===== config.mk =====
export PLATFORM = sky130hd
export DESIGN_NAME = nand_cmd_seq
export DESIGN_NICKNAME = d
export VERILOG_FILES = /design/src/rtl/nseq_pkg.sv /design/src/rtl/nseq_strobe.sv /design/src/rtl/nseq_buf.sv /design/src/rtl/nseq_regs.sv /design/src/rtl/nand_cmd_seq.sv
export SDC_FILE = /design/constraint.sdc
export NUM_CORES = 1
export LEC_CHECK = 0
export BUFFER_PORTS_ARGS = -buffer_cell sky130_fd_sc_hd__buf_2
export CAP_MARGIN = 20
export CORE_MARGIN = 3
export CORE_UTILIZATION = 45
export CTS_BUF_LIST = sky130_fd_sc_hd__clkbuf_8
export DETAILED_ROUTE_END_ITERATION = 7
export REMOVE_ABC_BUFFERS = 1
export SYNTH_ARGS = -nofsm -noshare
export SYNTH_HDL_FRONTEND = slang
export SYNTH_SLANG_ARGS = --single-unit

===== constraint.sdc =====
create_clock -name clk -period 2.8 [get_ports clk]
set_input_delay 0.56 -clock clk [delete_from_list [all_inputs] [get_ports clk]]
set_output_delay 0.56 -clock clk [all_outputs]
set_load 0.005 [all_outputs]

===== src/rtl/nseq_pkg.sv =====
package nseq_pkg;

    // register word indices
    localparam logic [3:0] RA_CTRL   = 4'd0;
    localparam logic [3:0] RA_CONF   = 4'd1;
    localparam logic [3:0] RA_FLAGS  = 4'd2;
    localparam logic [3:0] RA_MASK   = 4'd3;
    localparam logic [3:0] RA_LEN    = 4'd4;
    localparam logic [3:0] RA_ADDRLO = 4'd5;
    localparam logic [3:0] RA_ADDRHI = 4'd6;
    localparam logic [3:0] RA_TLOW   = 4'd7;
    localparam logic [3:0] RA_THIGH  = 4'd8;
    localparam logic [3:0] RA_TGUARD = 4'd9;
    localparam logic [3:0] RA_STAT   = 4'd10;

    // control word fields
    localparam int CTL_GO   = 31;
    localparam int CTL_AEN  = 30;
    localparam int CTL_ACNT = 27;
    localparam int CTL_RD   = 26;
    localparam int CTL_WR   = 25;
    localparam int CONF_EN  = 8;

    // flag bits
    localparam int FLG_DONE = 31;
    localparam int FLG_RDAT = 28;

    typedef enum logic [3:0] {
        ST_IDLE, ST_CMD1, ST_ADDR, ST_WDATA, ST_CMD2,
        ST_GUARD, ST_WAITRDY, ST_RDATA, ST_DONE
    } seq_state_e;

    typedef enum logic [1:0] {PH_IDLE, PH_LOW, PH_HIGH} strobe_phase_e;

    typedef struct packed {
        logic [7:0] opcode;
        logic       rd;
        logic       wr;
        logic       addr_en;
        logic [2:0] addr_last;
        logic       conf_en;
        logic [7:0] conf_op;
    } nand_op_t;

    function automatic nand_op_t decode_op(input logic [31:0] ctl, input logic [8:0] conf);
        nand_op_t op;
        op.opcode    = ctl[7:0];
        op.rd        = ctl[CTL_RD];
        op.wr        = ctl[CTL_WR] & ~ctl[CTL_RD];
        op.addr_en   = ctl[CTL_AEN];
        op.addr_last = ctl[CTL_ACNT +: 3];
        op.conf_en   = conf[CONF_EN];
        op.conf_op   = conf[7:0];
        return op;
    endfunction

    function automatic logic [7:0] addr_byte(input logic [15:0] lo, input logic [23:0] hi,
                                             input logic [2:0] idx);
        logic [63:0] w;
        w = {24'd0, hi, lo};
        return w[{idx, 3'b000} +: 8];
    endfunction

endpackage


===== src/rtl/nseq_strobe.sv =====
module nseq_strobe
    import nseq_pkg::*;
#(
    parameter int TW = 4
) (
    input  logic          clk,
    input  logic          rst,
    input  logic          start_i,
    input  logic [TW-1:0] low_w_i,
    input  logic [TW-1:0] high_w_i,
    output logic          strobe_n_o,
    output logic          low_last_o,
    output logic          done_o
);

    strobe_phase_e ph_q;
    logic [TW-1:0] cnt_q;

    always_ff @(posedge clk) begin
        if (rst) begin
            ph_q  <= PH_IDLE;
            cnt_q <= '0;
        end else begin
            case (ph_q)
                PH_IDLE: if (start_i) begin
                    ph_q  <= PH_LOW;
                    cnt_q <= low_w_i;
                end
                PH_LOW: if (cnt_q == '0) begin
                    ph_q  <= PH_HIGH;
                    cnt_q <= high_w_i;
                end else begin
                    cnt_q <= cnt_q - 1'b1;
                end
                PH_HIGH: if (cnt_q == '0) begin
                    ph_q <= PH_IDLE;
                end else begin
                    cnt_q <= cnt_q - 1'b1;
                end
                default: ph_q <= PH_IDLE;
            endcase
        end
    end

    assign strobe_n_o = (ph_q != PH_LOW);
    assign low_last_o = (ph_q == PH_LOW) && (cnt_q == '0);
    assign done_o     = (ph_q == PH_HIGH) && (cnt_q == '0);

    // a new strobe is only requested once the previous one has fully recovered
    a_r11_start_when_idle: assert property (@(posedge clk) disable iff (rst)
        start_i |-> (ph_q == PH_IDLE));

endmodule


===== src/rtl/nseq_buf.sv =====
module nseq_buf #(
    parameter int AW = 6
) (
    input  logic          clk,
    input  logic          host_we,
    input  logic [AW-1:0] host_waddr,
    input  logic [7:0]    host_wdata,
    input  logic [AW-1:0] host_raddr,
    output logic [7:0]    host_rdata,
    input  logic          eng_we,
    input  logic [AW-1:0] eng_addr,
    input  logic [7:0]    eng_wdata,
    output logic [7:0]    eng_rdata
);

    localparam int DEPTH = 1 << AW;

    logic [7:0] mem [DEPTH];

    always_ff @(posedge clk) begin
        if (eng_we) begin
            mem[eng_addr] <= eng_wdata;
        end else if (host_we) begin
            mem[host_waddr] <= host_wdata;
        end
    end

    assign host_rdata = mem[host_raddr];
    assign eng_rdata  = mem[eng_addr];

endmodule


===== src/rtl/nseq_regs.sv =====
module nseq_regs
    import nseq_pkg::*;
#(
    parameter int AW = 6,
    parameter int TW = 4
) (
    input  logic          clk,
    input  logic          rst,
    input  logic          wr_en,
    input  logic [3:0]    addr,
    input  logic [31:0]   wdata,
    output logic [31:0]   rdata,
    input  logic          busy_i,
    input  logic          set_done_i,
    input  logic          set_rdat_i,
    output logic          start_o,
    output logic [8:0]    conf_o,
    output logic [AW-1:0] len_o,
    output logic [15:0]   alo_o,
    output logic [23:0]   ahi_o,
    output logic [TW-1:0] tlow_o,
    output logic [TW-1:0] thigh_o,
    output logic [TW-1:0] tguard_o,
    output logic          irq_o
);

    logic done_q, rdat_q, mdone_q, mrdat_q;
    logic clr_done, clr_rdat;

    assign clr_done = wr_en && (addr == RA_FLAGS) && wdata[FLG_DONE];
    assign clr_rdat = wr_en && (addr == RA_FLAGS) && wdata[FLG_RDAT];

    always_ff @(posedge clk) begin
        if (rst) begin
            conf_o   <= '0;
            len_o    <= '0;
            alo_o    <= '0;
            ahi_o    <= '0;
            tlow_o   <= '1;
            thigh_o  <= '1;
            tguard_o <= '1;
            mdone_q  <= 1'b0;
            mrdat_q  <= 1'b0;
            done_q   <= 1'b0;
            rdat_q   <= 1'b0;
        end else begin
            if (wr_en) begin
                case (addr)
                    RA_CONF:   conf_o   <= wdata[8:0];
                    RA_LEN:    len_o    <= wdata[AW-1:0];
                    RA_ADDRLO: alo_o    <= wdata[15:0];
                    RA_ADDRHI: ahi_o    <= wdata[23:0];
                    RA_TLOW:   tlow_o   <= wdata[TW-1:0];
                    RA_THIGH:  thigh_o  <= wdata[TW-1:0];
                    RA_TGUARD: tguard_o <= wdata[TW-1:0];
                    RA_MASK: begin
                        mdone_q <= wdata[FLG_DONE];
                        mrdat_q <= wdata[FLG_RDAT];
                    end
                    default: ;
                endcase
            end
            done_q <= set_done_i | (done_q & ~clr_done);
            rdat_q <= set_rdat_i | (rdat_q & ~clr_rdat);
        end
    end

    assign start_o = wr_en && (addr == RA_CTRL) && wdata[CTL_GO] && !busy_i;
    assign irq_o   = (done_q & mdone_q) | (rdat_q & mrdat_q);

    always_comb begin
        rdata = '0;
        case (addr)
            RA_CONF:   rdata[8:0]     = conf_o;
            RA_FLAGS: begin
                rdata[FLG_DONE] = done_q;
                rdata[FLG_RDAT] = rdat_q;
            end
            RA_MASK: begin
                rdata[FLG_DONE] = mdone_q;
                rdata[FLG_RDAT] = mrdat_q;
            end
            RA_LEN:    rdata[AW-1:0]  = len_o;
            RA_ADDRLO: rdata[15:0]    = alo_o;
            RA_ADDRHI: rdata[23:0]    = ahi_o;
            RA_TLOW:   rdata[TW-1:0]  = tlow_o;
            RA_THIGH:  rdata[TW-1:0]  = thigh_o;
            RA_TGUARD: rdata[TW-1:0]  = tguard_o;
            RA_STAT:   rdata[0]       = busy_i;
            default:   rdata          = '0;
        endcase
    end

    // a one written to the completion flag clears it unless a new completion arrives
    a_r9_w1c_done: assert property (@(posedge clk) disable iff (rst)
        (clr_done && !set_done_i) |=> !done_q);

endmodule


===== src/rtl/nand_cmd_seq.sv =====
module nand_cmd_seq
    import nseq_pkg::*;
#(
    parameter int BUF_AW = 6,
    parameter int TW     = 4
) (
    input  logic              clk,
    input  logic              rst,
    input  logic              reg_wr_en,
    input  logic [3:0]        reg_addr,
    input  logic [31:0]       reg_wdata,
    output logic [31:0]       reg_rdata,
    input  logic              host_buf_we,
    input  logic [BUF_AW-1:0] host_buf_waddr,
    input  logic [7:0]        host_buf_wdata,
    input  logic [BUF_AW-1:0] host_buf_raddr,
    output logic [7:0]        host_buf_rdata,
    output logic              nand_ce_n,
    output logic              nand_cle,
    output logic              nand_ale,
    output logic              nand_we_n,
    output logic              nand_re_n,
    output logic [7:0]        nand_dq_o,
    output logic              nand_dq_oe,
    input  logic [7:0]        nand_dq_i,
    input  logic              nand_rb_n,
    output logic              irq
);

    seq_state_e        st_q;
    nand_op_t          op_q;
    logic              kick_q;
    logic [2:0]        aidx_q;
    logic [BUF_AW-1:0] ptr_q, cnt_q, len_q;
    logic [TW-1:0]     guard_q;
    logic [15:0]       alo_q;
    logic [23:0]       ahi_q;

    logic              busy, start;
    logic [8:0]        conf;
    logic [BUF_AW-1:0] len;
    logic [15:0]       alo;
    logic [23:0]       ahi;
    logic [TW-1:0]     tlow, thigh, tguard;
    logic              strobe_n, low_last, sdone;
    logic              set_done, set_rdat;
    logic              eng_we;
    logic [7:0]        eng_rdata;
    seq_state_e        post_addr;
    logic              post_kick;

    assign busy = (st_q != ST_IDLE);

    nseq_regs #(.AW(BUF_AW), .TW(TW)) i_regs (
        .clk       (clk),
        .rst       (rst),
        .wr_en     (reg_wr_en),
        .addr      (reg_addr),
        .wdata     (reg_wdata),
        .rdata     (reg_rdata),
        .busy_i    (busy),
        .set_done_i(set_done),
        .set_rdat_i(set_rdat),
        .start_o   (start),
        .conf_o    (conf),
        .len_o     (len),
        .alo_o     (alo),
        .ahi_o     (ahi),
        .tlow_o    (tlow),
        .thigh_o   (thigh),
        .tguard_o  (tguard),
        .irq_o     (irq)
    );

    nseq_strobe #(.TW(TW)) i_strobe (
        .clk       (clk),
        .rst       (rst),
        .start_i   (kick_q),
        .low_w_i   (tlow),
        .high_w_i  (thigh),
        .strobe_n_o(strobe_n),
        .low_last_o(low_last),
        .done_o    (sdone)
    );

    nseq_buf #(.AW(BUF_AW)) i_buf (
        .clk       (clk),
        .host_we   (host_buf_we),
        .host_waddr(host_buf_waddr),
        .host_wdata(host_buf_wdata),
        .host_raddr(host_buf_raddr),
        .host_rdata(host_buf_rdata),
        .eng_we    (eng_we),
        .eng_addr  (ptr_q),
        .eng_wdata (nand_dq_i),
        .eng_rdata (eng_rdata)
    );

    // state reached once the address phase (or the opening command) ends
    always_comb begin
        if (op_q.wr) begin
            post_addr = ST_WDATA;
            post_kick = 1'b1;
        end else if (op_q.conf_en) begin
            post_addr = ST_CMD2;
            post_kick = 1'b1;
        end else begin
            post_addr = ST_GUARD;
            post_kick = 1'b0;
        end
    end

    always_ff @(posedge clk) begin
        if (rst) begin
            st_q    <= ST_IDLE;
            op_q    <= '0;
            kick_q  <= 1'b0;
            aidx_q  <= '0;
            ptr_q   <= '0;
            cnt_q   <= '0;
            len_q   <= '0;
            guard_q <= '0;
            alo_q   <= '0;
            ahi_q   <= '0;
        end else begin
            kick_q <= 1'b0;
            if (st_q != ST_GUARD) begin
                guard_q <= tguard;
            end else if (guard_q != '0) begin
                guard_q <= guard_q - 1'b1;
            end
            case (st_q)
                ST_IDLE: if (start) begin
                    op_q   <= decode_op(reg_wdata, conf);
                    st_q   <= ST_CMD1;
                    kick_q <= 1'b1;
                    ptr_q  <= '0;
                    aidx_q <= '0;
                    cnt_q  <= len;
                    len_q  <= len;
                    alo_q  <= alo;
                    ahi_q  <= ahi;
                end
                ST_CMD1: if (sdone) begin
                    if (op_q.addr_en) begin
                        st_q   <= ST_ADDR;
                        kick_q <= 1'b1;
                    end else begin
                        st_q   <= post_addr;
                        kick_q <= post_kick;
                    end
                end
                ST_ADDR: if (sdone) begin
                    if (aidx_q == op_q.addr_last) begin
                        st_q   <= post_addr;
                        kick_q <= post_kick;
                    end else begin
                        aidx_q <= aidx_q + 1'b1;
                        kick_q <= 1'b1;
                    end
                end
                ST_WDATA: if (sdone) begin
                    ptr_q <= ptr_q + 1'b1;
                    if (cnt_q == '0) begin
                        st_q   <= op_q.conf_en ? ST_CMD2 : ST_GUARD;
                        kick_q <= op_q.conf_en;
                    end else begin
                        cnt_q  <= cnt_q - 1'b1;
                        kick_q <= 1'b1;
                    end
                end
                ST_CMD2: if (sdone) begin
                    st_q <= ST_GUARD;
                end
                ST_GUARD: if (guard_q == '0) begin
                    st_q <= ST_WAITRDY;
                end
                ST_WAITRDY: if (nand_rb_n) begin
                    if (op_q.rd) begin
                        st_q   <= ST_RDATA;
                        kick_q <= 1'b1;
                    end else begin
                        st_q <= ST_DONE;
                    end
                end
                ST_RDATA: if (sdone) begin
                    ptr_q <= ptr_q + 1'b1;
                    if (cnt_q == '0) begin
                        st_q <= ST_DONE;
                    end else begin
                        cnt_q  <= cnt_q - 1'b1;
                        kick_q <= 1'b1;
                    end
                end
                ST_DONE: st_q <= ST_IDLE;
                default: st_q <= ST_IDLE;
            endcase
        end
    end

    assign set_done = (st_q == ST_DONE);
    assign set_rdat = (st_q == ST_RDATA) && sdone && (cnt_q == '0);
    assign eng_we   = (st_q == ST_RDATA) && low_last;

    // bus outputs
    assign nand_ce_n  = !busy;
    assign nand_cle   = (st_q == ST_CMD1) || (st_q == ST_CMD2);
    assign nand_ale   = (st_q == ST_ADDR);
    assign nand_dq_oe = nand_cle || nand_ale || (st_q == ST_WDATA);
    assign nand_we_n  = nand_dq_oe ? strobe_n : 1'b1;
    assign nand_re_n  = (st_q == ST_RDATA) ? strobe_n : 1'b1;

    always_comb begin
        case (st_q)
            ST_CMD1:  nand_dq_o = op_q.opcode;
            ST_CMD2:  nand_dq_o = op_q.conf_op;
            ST_ADDR:  nand_dq_o = addr_byte(alo_q, ahi_q, aidx_q);
            ST_WDATA: nand_dq_o = eng_rdata;
            default:  nand_dq_o = 8'h00;
        endcase
    end

    // write and read strobes never overlap
    a_r5_strobes_exclusive: assert property (@(posedge clk) disable iff (rst)
        !(!nand_we_n && !nand_re_n));

    // a bus strobe only happens with the chip selected
    a_r2_ce_during_strobe: assert property (@(posedge clk) disable iff (rst)
        (!nand_we_n || !nand_re_n) |-> !nand_ce_n);

    // a burst moves length+1 bytes, so the pointer ends there
    a_r6_burst_count: assert property (@(posedge clk) disable iff (rst)
        ((st_q == ST_DONE) && (op_q.rd || op_q.wr)) |-> (ptr_q == BUF_AW'(len_q + 1'b1)));

    // completion of an operation without read burst follows a ready sample
    a_r8_done_after_ready: assert property (@(posedge clk) disable iff (rst)
        ((st_q == ST_DONE) && !op_q.rd) |-> $past(nand_rb_n));

endmodule


==> impl_results.html <==
<table>
<tr><th>Metric</th><th>Value</th></tr>
<tr><th colspan="2">Status</th></tr>
<tr><td>Outcome</td><td>finished, violations left</td></tr>
<tr><td>Violations in the final reports</td><td>setup timing</td></tr>
<tr><th colspan="2">Place</th></tr>
<tr><td>Port bufs</td><td>between 100 and 150</td></tr>
<tr><td>Estimated wirelength of the detail-placed design</td><td>69,660 um</td></tr>
<tr><td>Worst slack, placed</td><td>-0.6213 ns</td></tr>
<tr><td>Placed insts</td><td>about 3,400</td></tr>
<tr><td>Final GP Congestion</td><td>approximately 0.90</td></tr>
<tr><th colspan="2">Routing</th></tr>
<tr><td>Wire per inst</td><td>approximately 27 um</td></tr>
<tr><td>Post-DRT Antenna Nets</td><td>0</td></tr>
<tr><td>Post-DR vias/cell</td><td>6.135</td></tr>
<tr><td>Pre-antenna DRT Iters</td><td>5</td></tr>
<tr><td>Drt initial violations</td><td>~2,700</td></tr>
<tr><td>Total Wirelength</td><td>roughly 100,000 um</td></tr>
<tr><td>DRC violations left</td><td>0</td></tr>
<tr><td>Via count of the routed design</td><td>between 20,000 and 25,000</td></tr>
<tr><th colspan="2">Yosys</th></tr>
<tr><td>Syn Inst Count</td><td>around 2,200</td></tr>
<tr><td>Syn avg cell area</td><td>~15 um^2</td></tr>
<tr><td>Netlist Area Pre-Place</td><td>between 30,000 and 40,000 um^2</td></tr>
<tr><td>Seq cells post-synth</td><td>between 600 and 700</td></tr>
<tr><td>Most frequently used flop master after synthesis</td><td>edfxtp_1</td></tr>
<tr><td>Count of unique library cells instantiated by Yosys</td><td>75</td></tr>
<tr><td>Yosys warning total</td><td>0</td></tr>
<tr><td>Number of synthesized flops with an enable pin</td><td>just over 500</td></tr>
<tr><td>Synth async-reset ratio</td><td>0%</td></tr>
<tr><td>Sequential element share of the synthesized area</td><td>~59%</td></tr>
<tr><th colspan="2">Global routing</th></tr>
<tr><td>Number of global-route vias before repair</td><td>~22,000</td></tr>
<tr><td>Global-route track usage on met2</td><td>a little over two fifths</td></tr>
<tr><td>Global-route layer with the greatest usage</td><td>met2</td></tr>
<tr><td>Antenna violations before repair</td><td>2</td></tr>
<tr><td>Met1 routing resource usage after global routing</td><td>a little over a third</td></tr>
<tr><td>First-pass GRT wire length</td><td>between 100,000 and 150,000 um</td></tr>
<tr><td>Total Routing Usage GR</td><td>a little over a quarter</td></tr>
<tr><td>Met3 usage</td><td>under 10%</td></tr>
<tr><td>Total overflow reported by the global router</td><td>0</td></tr>
<tr><td>Largest net degree at the start of global routing</td><td>about 130</td></tr>
<tr><th colspan="2">Clock tree</th></tr>
<tr><td>Number of buffers created by CTS</td><td>between 100 and 150</td></tr>
<tr><td>TritonCTS clock tree</td><td>done</td></tr>
<tr><td>Clock root buffer</td><td>clkbuf_8</td></tr>
<tr><td>Clock network latency to the later pin of the worst-skew pair</td><td>approximately 0.75 ns</td></tr>
<tr><td>Number of sinks on the clock net</td><td>just under 700</td></tr>
<tr><td>Clock slew at reported path FFs</td><td>roughly 0.06 ns</td></tr>
<tr><td>Buffer depth of the longest clock path</td><td>3</td></tr>
<tr><td>H-tree depth reported by CTS</td><td>3</td></tr>
<tr><th colspan="2">Pwr</th></tr>
<tr><td>Leakage power</td><td>approximately 0.013 uW</td></tr>
<tr><td>Combinational fraction of design power</td><td>around 8.8%</td></tr>
<tr><td>Switching power share of the total</td><td>23.98%</td></tr>
<tr><td>Total internal power</td><td>16,490 uW</td></tr>
<tr><td>Power share of the clock group</td><td>between 40% and 50%</td></tr>
<tr><td>Worst vdd rail ir drop</td><td>421.3 uV</td></tr>
<tr><td>Sw Pwr</td><td>around 5200 uW</td></tr>
<tr><td>Seq pwr share</td><td>a little over 50%</td></tr>
<tr><td>Total design power</td><td>between 20,000 and 25,000 uW</td></tr>
<tr><td>Cell area power density</td><td>555.8 nW/um^2</td></tr>
<tr><th colspan="2">Setup path</th></tr>
<tr><td>Most frequent cell on the critical path</td><td>mux4_2</td></tr>
<tr><td>Required time of the critical path</td><td>2.24 ns</td></tr>
<tr><td>Startpoint class of the critical path</td><td>flip-flop</td></tr>
<tr><td>Crit path cell chain</td><td>buf_12 -&gt; clkbuf_16 -&gt; buf_6 -&gt; mux4_2 -&gt; mux4_2 -&gt; nor2_4 -&gt; o211ai_1 -&gt; buf_2</td></tr>
<tr><td>Worst setup path category</td><td>flip-flop to primary output</td></tr>
<tr><td>Maximum cell stage delay along the critical path</td><td>about 0.56 ns</td></tr>
<tr><td>Setup crit end kind</td><td>primary output</td></tr>
<tr><td>Maximum fanout count along the critical path</td><td>6</td></tr>
<tr><td>Data arrival, critical path</td><td>between 3 and 4 ns</td></tr>
<tr><td>Cell with the largest stage delay on the worst path</td><td>mux4_2</td></tr>
<tr><th colspan="2">STA</th></tr>
<tr><td>Final count of negative-setup-slack endpoints</td><td>16</td></tr>
<tr><td>Max-slew headroom at the worst pin</td><td>a little under half</td></tr>
<tr><td>RSZ-0062 raised after global routing</td><td>yes</td></tr>
<tr><td>Highest clock rate</td><td>0.2725 GHz</td></tr>
<tr><td>Final Max Slew Viols</td><td>0</td></tr>
<tr><td>Final period util</td><td>131.1%</td></tr>
<tr><td>Post-Route Hold Slack</td><td>0.05744 ns</td></tr>
<tr><td>Final min period</td><td>roughly 3.7 ns</td></tr>
<tr><td>Worst-case setup margin in the final layout</td><td>-0.8694 ns</td></tr>
<tr><td>Final worst clock skew</td><td>0.03977 ns</td></tr>
<tr><td>Actual slew at the worst max-slew pin</td><td>just under 0.8 ns</td></tr>
<tr><td>Hold Violations, Final</td><td>0</td></tr>
<tr><th colspan="2">Die</th></tr>
<tr><td>Number of rows in the core area</td><td>a little under 100</td></tr>
<tr><td>Area of the placeable core</td><td>~70,000 um^2</td></tr>
<tr><td>Initial core utilization</td><td>between 40 and 50%</td></tr>
<tr><td>Die span in y</td><td>272.7 um</td></tr>
<tr><td>I/O pin count</td><td>approximately 120</td></tr>
<tr><td>Chip Width</td><td>272.7 um</td></tr>
<tr><td>Overall die area</td><td>74,370 um^2</td></tr>
<tr><th colspan="2">Finish</th></tr>
<tr><td>Proportion of layout cells with a drive suffix above 1</td><td>a little under two fifths</td></tr>
<tr><td>Count of placed standard cells in the final layout, fillers left out</td><td>between 3,000 and 4,000</td></tr>
<tr><td>Most common cell after layout, fill and taps aside</td><td>edfxtp_1</td></tr>
<tr><td>Leading cell types in the layout, fill and taps excluded</td><td>512 x edfxtp_1, 302 x nand2_1, 299 x mux4_2</td></tr>
<tr><td>Layout area overhead</td><td>21.92%</td></tr>
<tr><td>Number of nets in the layout</td><td>2,664</td></tr>
<tr><td>Layout fillers</td><td>approximately 5,600</td></tr>
<tr><td>Total area of multi-input combinational cells</td><td>between 10,000 and 15,000 um^2</td></tr>
<tr><td>Storage cell area</td><td>between 15,000 and 20,000 um^2</td></tr>
<tr><th colspan="2">Run</th></tr>
<tr><td>Total of max-cap violations</td><td>0</td></tr>
<tr><th colspan="2">Worst hold path</th></tr>
<tr><td>Min-delay worst type</td><td>input pin to flip-flop</td></tr>
</table>
## sequential cells by signal, summed over array words and instances, names as in the netlist, 2 cells and up, named ones only
| register | cells |
|---|---|
| ahi_q | 24 |
| aidx_q | 3 |
| alo_q | 16 |
| cnt_q | 6 |
| guard_q | 4 |
| i_buf.mem | 512 |
| i_regs.ahi_o | 24 |
| i_regs.alo_o | 16 |
| i_regs.conf_o | 9 |
| i_regs.len_o | 6 |
| i_regs.tguard_o | 4 |
| i_regs.thigh_o | 4 |
| i_regs.tlow_o | 4 |
| i_strobe.cnt_q | 4 |
| i_strobe.ph_q | 2 |
| op_q | 23 |
| ptr_q | 6 |
| st_q | 4 |
## cell usage after synthesis (15+ instances only)
master	number	area share, %
mux2_2	20	0.70
nand3_1	54	0.84
a22oi_1	25	0.59
buf_4	15	0.35
edfxtp_1	512	48
a21oi_1	136	2.1
nand2_1	309	3.6
mux2i_1	64	2.0
o211ai_1	15	0.35
dfxtp_1	170	11
nor2_1	129	1.5
clkbuf_1	94	1.1
nor3_1	37	0.58
buf_2	44	0.69
mux4_2	299	21
o21ai_0	17	0.27
inv_1	20	0.23
## path summary, 6_finish.rpt
path                                        from                             to  slack, ns  cells after the start
setup reg to reg  i_strobe.cnt_q[0]$_SDFFE_PP0P_     i_buf.mem[43][4]$_DFFE_PP_       0.10                     10
setup / recovery                       flip-flop                   nand_dq_o[7]      -0.87                      8
hold / removal                     reg_wdata[11]  i_regs.alo_o[11]$_SDFFE_PP0P_       0.06                      3
hold reg to reg     i_regs.ahi_o[6]$_SDFFE_PP0P_          ahi_q[6]$_SDFFE_PP0P_       0.45                      2
## per-layer routing
metal	part of all wire (%)	vias up
li1	-	9434
met1	39	11315
met2	47	1247
met3	9.9	219
met4	4.0	0
met5	0	-
## power groups by stage
stage	Clock, uW	Sequential (uW)	Combinational, uW
after floorplan	0	11300	846
after global placement	0	11300	1740
after detailed placement	0	11300	1780
after CTS	8900	11100	1860
after global routing	9380	11100	2030
final	8720	11100	1900
## cell families (layout without fill, tap and decap cells)
group           count (synthesis)  after routing  synth area share, %
fa+ha+maj                      11             11               0.4299
buf+inv                       187            679                2.564
simple gates                  609            609                8.333
other cells                     1              9              0.01171
mux                           384            384                23.78
compound gates                293            293                5.836
xor+xnor                       14             14               0.3830
flops                         682            682                58.66
## final cells by class
class,count,share of cell area [%]
sequential,682,48.15
multi-input combinational,1317,33.04
timing repair buffer,450,9.835
clock buffer,118,4.161
tap,940,3.013
clock inverter,88,1.558
inverter,23,0.2276
antenna,3,0.01923
## through the flow
stage | area (um^2) | setup TNS (ns) | util, %
6_report | 39030 | -10.70 | 55.54
5_1_grt | 39030 | -12.40 | 55.54
4_1_cts | 38420 | -11.25 | 54.68
3_5_place_dp | 35760 | -10.86 | 50.89
3_3_place_gp | 35750 | -10.98 | 50.88
2_1_floorplan | 31300 | -819.99 | -
## critical path: cells and delay by family, from the launching register on
kind	cells	cell delay (ns)
multiplexers	2	1.06
AND/OR/NAND/NOR	1	0.13
flip-flops	1	0.39
buffers and inverters	4	0.58
AO/OA/AOI/OAI	1	0.20
## what timing repair did
item                                    in CTS  in global routing
hold endpoints to repair                     2                  0
pin swaps                                    9                 21
gates cloned                                 0                  2
buffers inserted                            12                 38
endpoints found under the setup margin      42                329
hold buffers                                 2                  0
gates resized for setup                     71                 62
Power figures use the tool's default switching activity.
